[src/rtl/uart_irq_pkg.sv]
// Package: shared register selectors and bit positions for the UART
// interrupt unit. Assumes a 3-bit register address space.
package uart_irq_pkg;
    localparam int ADDR_W   = 3;
    localparam int STICKY_W = 13;
    localparam int LIVE_W   = 14;

    typedef enum logic [ADDR_W-1:0] {
        REG_IRQ_SET = 3'd0,
        REG_IRQ_CLR = 3'd1,
        REG_MASK    = 3'd2,
        REG_STICKY  = 3'd3,
        REG_LIVE    = 3'd4,
        REG_RX_TRIG = 3'd5,
        REG_TX_TRIG = 3'd6,
        REG_NONE    = 3'd7
    } reg_sel_e;

    localparam int B_RX_TRIG  = 0;
    localparam int B_RX_EMPTY = 1;
    localparam int B_RX_FULL  = 2;
    localparam int B_TX_EMPTY = 3;
    localparam int B_TX_FULL  = 4;
    localparam int B_OVERRUN  = 5;
    localparam int B_FRAME    = 6;
    localparam int B_PARITY   = 7;
    localparam int B_TIMEOUT  = 8;
    localparam int B_TXTRIG_S = 10;
    localparam int B_TX_OVF   = 12;
    localparam int B_TXTRIG_L = 13;
endpackage

[src/rtl/uart_irq_fifo_flags.sv]
// Module: occupancy flags for one queue direction. It produces the empty,
// full and at-or-above-threshold flags. Assumes count never exceeds DEPTH.
module uart_irq_fifo_flags #(
    parameter int DEPTH = 64,
    parameter int CNT_W = $clog2(DEPTH + 1)
) (
    input  logic [CNT_W-1:0] count,
    input  logic [CNT_W-1:0] trig,
    output logic             empty,
    output logic             full,
    output logic             trig_hit
);
    localparam logic [CNT_W-1:0] FULL_VAL = CNT_W'(DEPTH);

    // Compare the count against zero, capacity and threshold.
    always_comb begin
        empty    = (count == '0);
        full     = (count == FULL_VAL);
        trig_hit = (count >= trig);
    end
endmodule

[src/rtl/uart_irq_mask.sv]
// Module: interrupt enable mask, updated only through a set-port and a
// clear-port. Assumes set_en and clr_en are never high together.
module uart_irq_mask #(
    parameter int W = 13
) (
    input  logic         clk,
    input  logic         rst_n,
    input  logic         set_en,
    input  logic         clr_en,
    input  logic [W-1:0] bits,
    output logic [W-1:0] mask_q
);
    // Hold the mask; OR in on set, AND out on clear.
    always_ff @(posedge clk) begin
        if (!rst_n)      mask_q <= '0;
        else if (set_en) mask_q <= mask_q | bits;
        else if (clr_en) mask_q <= mask_q & ~bits;
    end

    p_mask_set_r4: assert property (@(posedge clk) disable iff (!rst_n)
        set_en |=> ((mask_q & $past(bits)) == $past(bits)));
    p_mask_clr_r4: assert property (@(posedge clk) disable iff (!rst_n)
        (clr_en && !set_en) |=> ((mask_q & $past(bits)) == '0));
    p_mask_hold_r4: assert property (@(posedge clk) disable iff (!rst_n)
        (!set_en && !clr_en) |=> $stable(mask_q));
endmodule

[src/rtl/uart_irq_sticky.sv]
// Module: sticky interrupt status with write-one-to-clear. A set in the
// same cycle as a clear wins. Assumes vectors are already bit-aligned.
module uart_irq_sticky #(
    parameter int W = 13
) (
    input  logic         clk,
    input  logic         rst_n,
    input  logic [W-1:0] set_vec,
    input  logic [W-1:0] clr_vec,
    output logic [W-1:0] sticky_q
);
    // Clear the written ones, then OR in this cycle's sources.
    always_ff @(posedge clk) begin
        if (!rst_n) sticky_q <= '0;
        else        sticky_q <= (sticky_q & ~clr_vec) | set_vec;
    end

    p_sticky_set_r3: assert property (@(posedge clk) disable iff (!rst_n)
        (set_vec != '0) |=> ((sticky_q & $past(set_vec)) == $past(set_vec)));
    p_sticky_w1c_r5: assert property (@(posedge clk) disable iff (!rst_n)
        ((clr_vec & ~set_vec) != '0) |=> ((sticky_q & $past(clr_vec & ~set_vec)) == '0));
endmodule

[src/rtl/uart_irq_regs.sv]
// Module: top of the UART interrupt unit. It decodes the register port,
// holds the thresholds, builds live status and drives irq from the mask and
// the sticky status. Assumes one write per cycle and counts within depth.
module uart_irq_regs
    import uart_irq_pkg::*;
#(
    parameter int RX_DEPTH = 64,
    parameter int TX_DEPTH = 64,
    parameter int CNT_W    = $clog2(((RX_DEPTH > TX_DEPTH) ? RX_DEPTH : TX_DEPTH) + 1),
    parameter int DATA_W   = 16,
    parameter int TRIG_RST = 32
) (
    input  logic              clk,
    input  logic              rst_n,
    input  logic              wr_en,
    input  logic [ADDR_W-1:0] wr_addr,
    input  logic [DATA_W-1:0] wr_data,
    input  logic [ADDR_W-1:0] rd_addr,
    output logic [DATA_W-1:0] rd_data,
    input  logic [CNT_W-1:0]  rx_count,
    input  logic [CNT_W-1:0]  tx_count,
    input  logic              ev_rx_overrun,
    input  logic              ev_frame_err,
    input  logic              ev_parity_err,
    input  logic              ev_rx_timeout,
    input  logic              ev_tx_overflow,
    output logic              irq
);
    localparam logic [CNT_W-1:0] TRIG_INIT = CNT_W'(TRIG_RST);

    reg_sel_e              wsel;
    logic [CNT_W-1:0]      rx_trig_q, tx_trig_q;
    logic                  rx_empty, rx_full, rx_hit;
    logic                  tx_empty, tx_full, tx_hit;
    logic [LIVE_W-1:0]     live;
    logic [STICKY_W-1:0]   set_vec, clr_vec, mask_q, sticky_q;

    assign wsel = reg_sel_e'(wr_addr);

    uart_irq_fifo_flags #(.DEPTH(RX_DEPTH), .CNT_W(CNT_W)) rx_flags_i (
        .count(rx_count), .trig(rx_trig_q),
        .empty(rx_empty), .full(rx_full), .trig_hit(rx_hit));

    uart_irq_fifo_flags #(.DEPTH(TX_DEPTH), .CNT_W(CNT_W)) tx_flags_i (
        .count(tx_count), .trig(tx_trig_q),
        .empty(tx_empty), .full(tx_full), .trig_hit(tx_hit));

    // Threshold registers, loaded from the low bits of write data.
    always_ff @(posedge clk) begin
        if (!rst_n) begin
            rx_trig_q <= TRIG_INIT;
            tx_trig_q <= TRIG_INIT;
        end else if (wr_en) begin
            if (wsel == REG_RX_TRIG) rx_trig_q <= wr_data[CNT_W-1:0];
            if (wsel == REG_TX_TRIG) tx_trig_q <= wr_data[CNT_W-1:0];
        end
    end

    // Assemble the live status word from the per-direction flags.
    always_comb begin
        live             = '0;
        live[B_RX_TRIG]  = rx_hit;
        live[B_RX_EMPTY] = rx_empty;
        live[B_RX_FULL]  = rx_full;
        live[B_TX_EMPTY] = tx_empty;
        live[B_TX_FULL]  = tx_full;
        live[B_TXTRIG_L] = tx_hit;
    end

    // Build sticky set sources (live flags plus event pulses) and W1C mask.
    always_comb begin
        set_vec             = '0;
        set_vec[4:0]        = live[4:0];
        set_vec[B_TXTRIG_S] = live[B_TXTRIG_L];
        set_vec[B_OVERRUN]  = ev_rx_overrun;
        set_vec[B_FRAME]    = ev_frame_err;
        set_vec[B_PARITY]   = ev_parity_err;
        set_vec[B_TIMEOUT]  = ev_rx_timeout;
        set_vec[B_TX_OVF]   = ev_tx_overflow;
        clr_vec = (wr_en && wsel == REG_STICKY) ? wr_data[STICKY_W-1:0] : '0;
    end

    uart_irq_mask #(.W(STICKY_W)) mask_i (
        .clk(clk), .rst_n(rst_n),
        .set_en(wr_en && wsel == REG_IRQ_SET),
        .clr_en(wr_en && wsel == REG_IRQ_CLR),
        .bits(wr_data[STICKY_W-1:0]),
        .mask_q(mask_q));

    uart_irq_sticky #(.W(STICKY_W)) sticky_i (
        .clk(clk), .rst_n(rst_n),
        .set_vec(set_vec), .clr_vec(clr_vec),
        .sticky_q(sticky_q));

    // Interrupt request from enabled sticky bits.
    always_comb irq = |(mask_q & sticky_q);

    // Read multiplexer; set/clear ports read back as zero.
    always_comb begin
        unique case (reg_sel_e'(rd_addr))
            REG_MASK:    rd_data = DATA_W'(mask_q);
            REG_STICKY:  rd_data = DATA_W'(sticky_q);
            REG_LIVE:    rd_data = DATA_W'(live);
            REG_RX_TRIG: rd_data = DATA_W'(rx_trig_q);
            REG_TX_TRIG: rd_data = DATA_W'(tx_trig_q);
            default:     rd_data = '0;
        endcase
    end

    p_flags_excl_r1: assert property (@(posedge clk) disable iff (!rst_n)
        !(live[B_RX_EMPTY] && live[B_RX_FULL]) && !(live[B_TX_EMPTY] && live[B_TX_FULL]));
    p_overrun_sticky_r6: assert property (@(posedge clk) disable iff (!rst_n)
        ev_rx_overrun |=> sticky_q[B_OVERRUN]);
    p_txovf_sticky_r6: assert property (@(posedge clk) disable iff (!rst_n)
        ev_tx_overflow |=> sticky_q[B_TX_OVF]);
    p_irq_source_r7: assert property (@(posedge clk) disable iff (!rst_n)
        irq |-> ((mask_q != '0) && (sticky_q != '0)));
    p_txtrig_remap_r3: assert property (@(posedge clk) disable iff (!rst_n)
        live[B_TXTRIG_L] |=> sticky_q[B_TXTRIG_S]);
endmodule

[config.mk]
export PLATFORM = sky130hd
export DESIGN_NAME = uart_irq_regs
export DESIGN_NICKNAME = d
export VERILOG_FILES = /design/src/rtl/uart_irq_pkg.sv /design/src/rtl/uart_irq_fifo_flags.sv /design/src/rtl/uart_irq_mask.sv /design/src/rtl/uart_irq_sticky.sv /design/src/rtl/uart_irq_regs.sv
export SDC_FILE = /design/constraint.sdc
export NUM_CORES = 1
export LEC_CHECK = 0
export ABC_AREA = 1
export CAP_MARGIN = 20
export CORE_MARGIN = 8
export CORE_UTILIZATION = 52
export CTS_CLUSTER_SIZE = 40
export DETAILED_ROUTE_END_ITERATION = 10
export PLACE_DENSITY = 0.92
export SYNTH_ARGS = -nofsm -noshare
export SYNTH_HDL_FRONTEND = slang
export SYNTH_SLANG_ARGS = --single-unit
[constraint.sdc]
create_clock -name clk -period 2.6 [get_ports clk]
set_input_delay 0.52 -clock clk [delete_from_list [all_inputs] [get_ports clk]]
set_output_delay 0.52 -clock clk [all_outputs]
set_load 0.02 [all_outputs]
## Yosys cells after proc, flatten, opt, wreduce, memory -nomap -nowiden

Index checks and enable logic that the tools add are counted.

| word-level totals | value |
|---|---|
| flip-flop bits (word level) | 40 |
| word-level logic and storage cells | 38 |

| cells by class | value |
|---|---|
| magnitude comparators | 2 |
| equality and inequality tests | 11 |
| muxes and demuxes | 4 |
| bitwise operators | 7 |
| reductions and logical operators | 10 |

Operators by type and width:

| cell | count |
|---|---|
| one-hot mux 14 bit (5 select lines) | 1 |
| AND 13 bit | 3 |
| 2-to-1 mux 13 bit | 3 |
| NOT 13 bit | 2 |
| OR 13 bit | 2 |
| == test 3 bit (second input constant) | 5 |
| == test 7 bit (second input constant) | 2 |
| >= comparator 7 bit | 2 |
| logical NOT 7 bit | 2 |
| OR reduction 13 bit | 1 |
| == test 3 x 2 -> 1 bit (second input constant) | 3 |
| AND reduction 2 bit | 2 |
| == test 3 x 1 -> 1 bit (second input constant) | 1 |
| logical AND 1 bit | 3 |
| logical NOT 3 bit | 1 |
| nonzero test 2 bit | 1 |

## Depth between registers and ports, before layout

| depth | value |
|---|---|
| depth after elaboration | 6 |
| mapped depth | 9 |

## Hierarchy

A second synthesis with hierarchy kept.

| second synthesis, totals | value |
|---|---|
| cell total of the unflattened synthesis | 431 |
| area total of the unflattened synthesis | 2715.1 um2 |

By module, submodules not included:

| module | instances | cells each | area an instance (um2) | seq. area each (um2) |
|---|---|---|---|---|
| uart_irq_regs | 1 | 213 | 1194.9 | 280.3 |
| uart_irq_mask | 1 | 69 | 543.0 | 260.2 |
| uart_irq_sticky | 1 | 67 | 524.3 | 260.2 |
| uart_irq_fifo_flags | 2 | 41 | 226.5 | 0.0 |

## Worst setup path before layout

No wires, ideal clock.

| timing path | value |
|---|---|
| path type | input to output |
| start point | in rx_count[6] |
| end point | out rd_data[0] |
| data arrival time | 1.375 ns |
| data required time | 2.080 ns |
| path slack | 0.705 ns |
| stages | 6 |
| path buffers | 0 |
| cells stage by stage | ha_1 a21o_1 nor2_1 nand2_1 nand2_1 nand3_1 |

| on the way | value |
|---|---|
| word-level cells in the longest chain between the ends | 2 |

Ends and longest elaborated chain:

| what | line | RTL |
|---|---|---|
| start, declared | uart_irq_regs.sv:20 | `input logic [CNT_W-1:0] rx_count,` |
| >= comparator 7 bit | uart_irq_fifo_flags.sv:19 | `trig_hit = (count >= trig);` |
| one-hot mux 14 bit (5 select lines) | uart_irq_regs.sv:100 | `unique case (reg_sel_e'(rd_addr))` |
| end, declared | uart_irq_regs.sv:19 | `output logic [DATA_W-1:0] rd_data,` |

Every way passes these cells.

## Final worst setup path

| timing path | value |
|---|---|
| start point | in rd_addr[0] |
| end point | out rd_data[3] |

| on the way | value |
|---|---|
| word-level cells in the longest chain between the ends | 2 |
| elaborated cells between the ends (all ways) | 6 |

Ends and longest elaborated chain:

| what | line | RTL |
|---|---|---|
| start, declared | uart_irq_regs.sv:18 | `input logic [ADDR_W-1:0] rd_addr,` |
| == test 3 bit or == test 3 x 2 -> 1 bit (tied branches) | uart_irq_regs.sv:100 |  |
| one-hot mux 14 bit (5 select lines) (*) | uart_irq_regs.sv:100 |  |

Every way passes the cells marked *; elsewhere a longest branch is shown, timed or not.

==> qor.txt <==
outcome - finished clean
commonest cells after routing, fill and taps aside - inv_1, nand2_1, a21oi_1
unrepaired setup endpoints after global routing - true
initial antenna violation count - 0
synth unique cells - 29
CP Class - in2out
Vias/cell - 5.75
pin count of the biggest net entering global routing - 24
Max VDD drop - 0.301 mV
sequential share of the synthesized area - 34.5%
max-cap check violation count - 0
Total GRT Usage - 20.0%
dominant cell type by area after synthesis - dfxtp_1
Top FF cell, synth - dfxtp_1
drt drc - 0
Cell Rows - 24
Worst Skew - 0.00652 ns
Avg Synthesized Cell Area - 7.07 sq um
Mapped Cells - 328
diode count - 0
Die ar. - 6850 sq um
Core ar. - 4320 sq um
CP max FO - 4
Worst setup EP type - output port
Final nets - 460
CTS tree - done
Worst-path clk slew - 0.08 ns
Reg2Reg Depth - 9
delay-heaviest family, CP - buffers and inverters
CTS buffer count - 5
clock buffer depth - 2
FMAX - 397 MHz
worst slew pin tran - 0.741 ns
dpl cell area - 3020 sq um
Worst Hold Class - reg2reg
LEAKAGE - 1.41 nW
DR pass1 iterations - 4
largest cells by area after synthesis - dfxtp_1, a21oi_1, inv_1
worst-skew pair later-pin latency - 0.30 ns
Tcrit/Tclk final - 97.0%
clk sink count - 40
RR Endpoint - sticky_i.sticky_q[10]
# IOs - 61
Slew Limit Fails - 0
critical path, cell by cell - clkdlybuf4s50_1 > inv_1 > nor3_4 > buf_4 > a22oi_1 > nand3_1 > clkdlybuf4s15_1
Fin Setup TNS - 0 ns
Hold Path Depth - 2
cell area after layout - 3070 sq um
initial core utilization - 53.6%
vias in the first global route - 2474
post-placement cell count - 446
routed length per instance - 15.2 um
Largest stage delay, worst path - 0.52 ns
relative slew slack - 50.5%
slowest CP cell - clkdlybuf4s50_1
Die W - 82.8 um
Ys Warns - 0
Fin. Hold Viols - 0
CTS H-tree depth - 2
PwrDens - 443 nW/um^2
CTS root buf - clkbuf_8
I/O Buffers - 55
Final Wtd Congestion - 0.920
Detailed Route WL - 6.90 mm
Worst Path Arrival - 2.00 ns
Netlist Area Pre-Place - 2320 sq um
Seq cells post-synth - 40
Reg2Reg Setup Slack - 1.02 ns
EDFF count, synth - 0
asr flop ratio synth - 0%
Congestion Overflow GR - 0
Worst R2R Start - tx_trig_q[5]
Final Worst Setup Slack - 0.0781 ns
pre-CTS setup slack - -0.312 ns
final std cells w/o fill - 455
Yosys top cell area share - 34.5%
Tot Pwr - 1.36 mW
initial drt markers - 140
Hold EP - tx_trig_q[3]
Post-DRT Antenna Nets - 0
Vias - 2617
Worst Setup Start Kind - input pin
Worst Path Required - 2.08 ns
Final setup viols - 0
clock period minus worst slack - 2.52 ns
share of cells above drive strength 1 - 13.4%
WP buf/inv - 4
P&R area growth vs syn - 32.5%
hpwl dp - 5.13 mm
hold wc startpoint - tx_trig_q[3]
DIE HEIGHT - 82.8 um
first-pass GRT wire length - 10.6 mm
==> through the flow <==
stage	hold WS (ns)	utilization, %
6_report	0.493	71.1
5_1_grt	0.522	71.1
4_1_cts	0.492	72.4
3_5_place_dp	0.472	69.9
3_3_place_gp	0.458	69.9
2_1_floorplan	0.443	-
==> worst max path at each step <==
stage                startpoint  cells after the start           to  slack [ns]
floorplan           rx_count[6]                      6   rd_data[0]        0.70
global placement     rd_addr[1]                      7   rd_data[5]       -0.31
detailed placement  tx_count[0]                     10  rd_data[13]       -0.31
CTS                  rd_addr[0]                      8   rd_data[6]       0.001
global route        tx_count[0]                     10  rd_data[13]       0.003
finish               rd_addr[0]                      7   rd_data[3]        0.08
==> synth_stat cells (3+ instances only) <==
cell type,instances
ha_1,14
inv_1,56
a22o_1,6
o211ai_1,4
nand3_1,15
o22ai_1,6
dfxtp_1,40
nor2_1,13
a22oi_1,3
nand4_1,7
clkbuf_1,3
o21ai_0,38
buf_4,3
nand2_1,56
buf_6,3
a21oi_1,42
==> power breakdown <==
part	total, mW	leakage, nW	switching, mW	internal [mW]
Sequential	0.647	0.326	0.0133	0.633
Clock	0.445	0.0434	0.230	0.215
Combinational	0.269	1.04	0.142	0.127
==> cell families after synthesis <==
kind of cell    Yosys count  share of synthesized area (%)
compound gates          101                           24.3
simple gates            101                           20.3
buf+inv                  71                           13.2
flops                    40                           34.5
fa+ha+maj                14                           7.56
other cells               1                          0.162
==> worst reg2reg max path: stages, from the launching register on <==
cell,delay [ns]
dfxtp_1,0.35
inv_1,0.08
ha_1,0.28
nand2_1,0.10
inv_1,0.07
a21oi_1,0.14
nand3_1,0.13
buf_4,0.17
nor2_1,0.08
nor2_1,0.04
==> area by class of cell <==
cell class	instances	area (sq um)
clock buffers	6	82.6
inverters	58	218
fillers	340	1250
well taps	52	65.1
flip-flops and latches	40	801
repair buffers	79	668
multi-input cells	218	1220
clock inverters	2	15.0
==> layer usage <==
layer	vias up	wire, um	global-route usage (%)
met4	0	245	10.2
met2	143	3440	35.4
met1	1200	2670	22.0
met5	-	0	0
met3	29	535	4.09
li1	1245	-	-
==> repair_timing <==
action / CTS / global route
setup buffers: 1 / 0
gates resized for setup: 31 / 14
hold buffers: 0 / 0
gates cloned: 0 / 0
pin swaps: 1 / 0
endpoints found under the setup margin: 14 / 14
Note: power is estimated with default switching activity, not from simulation.
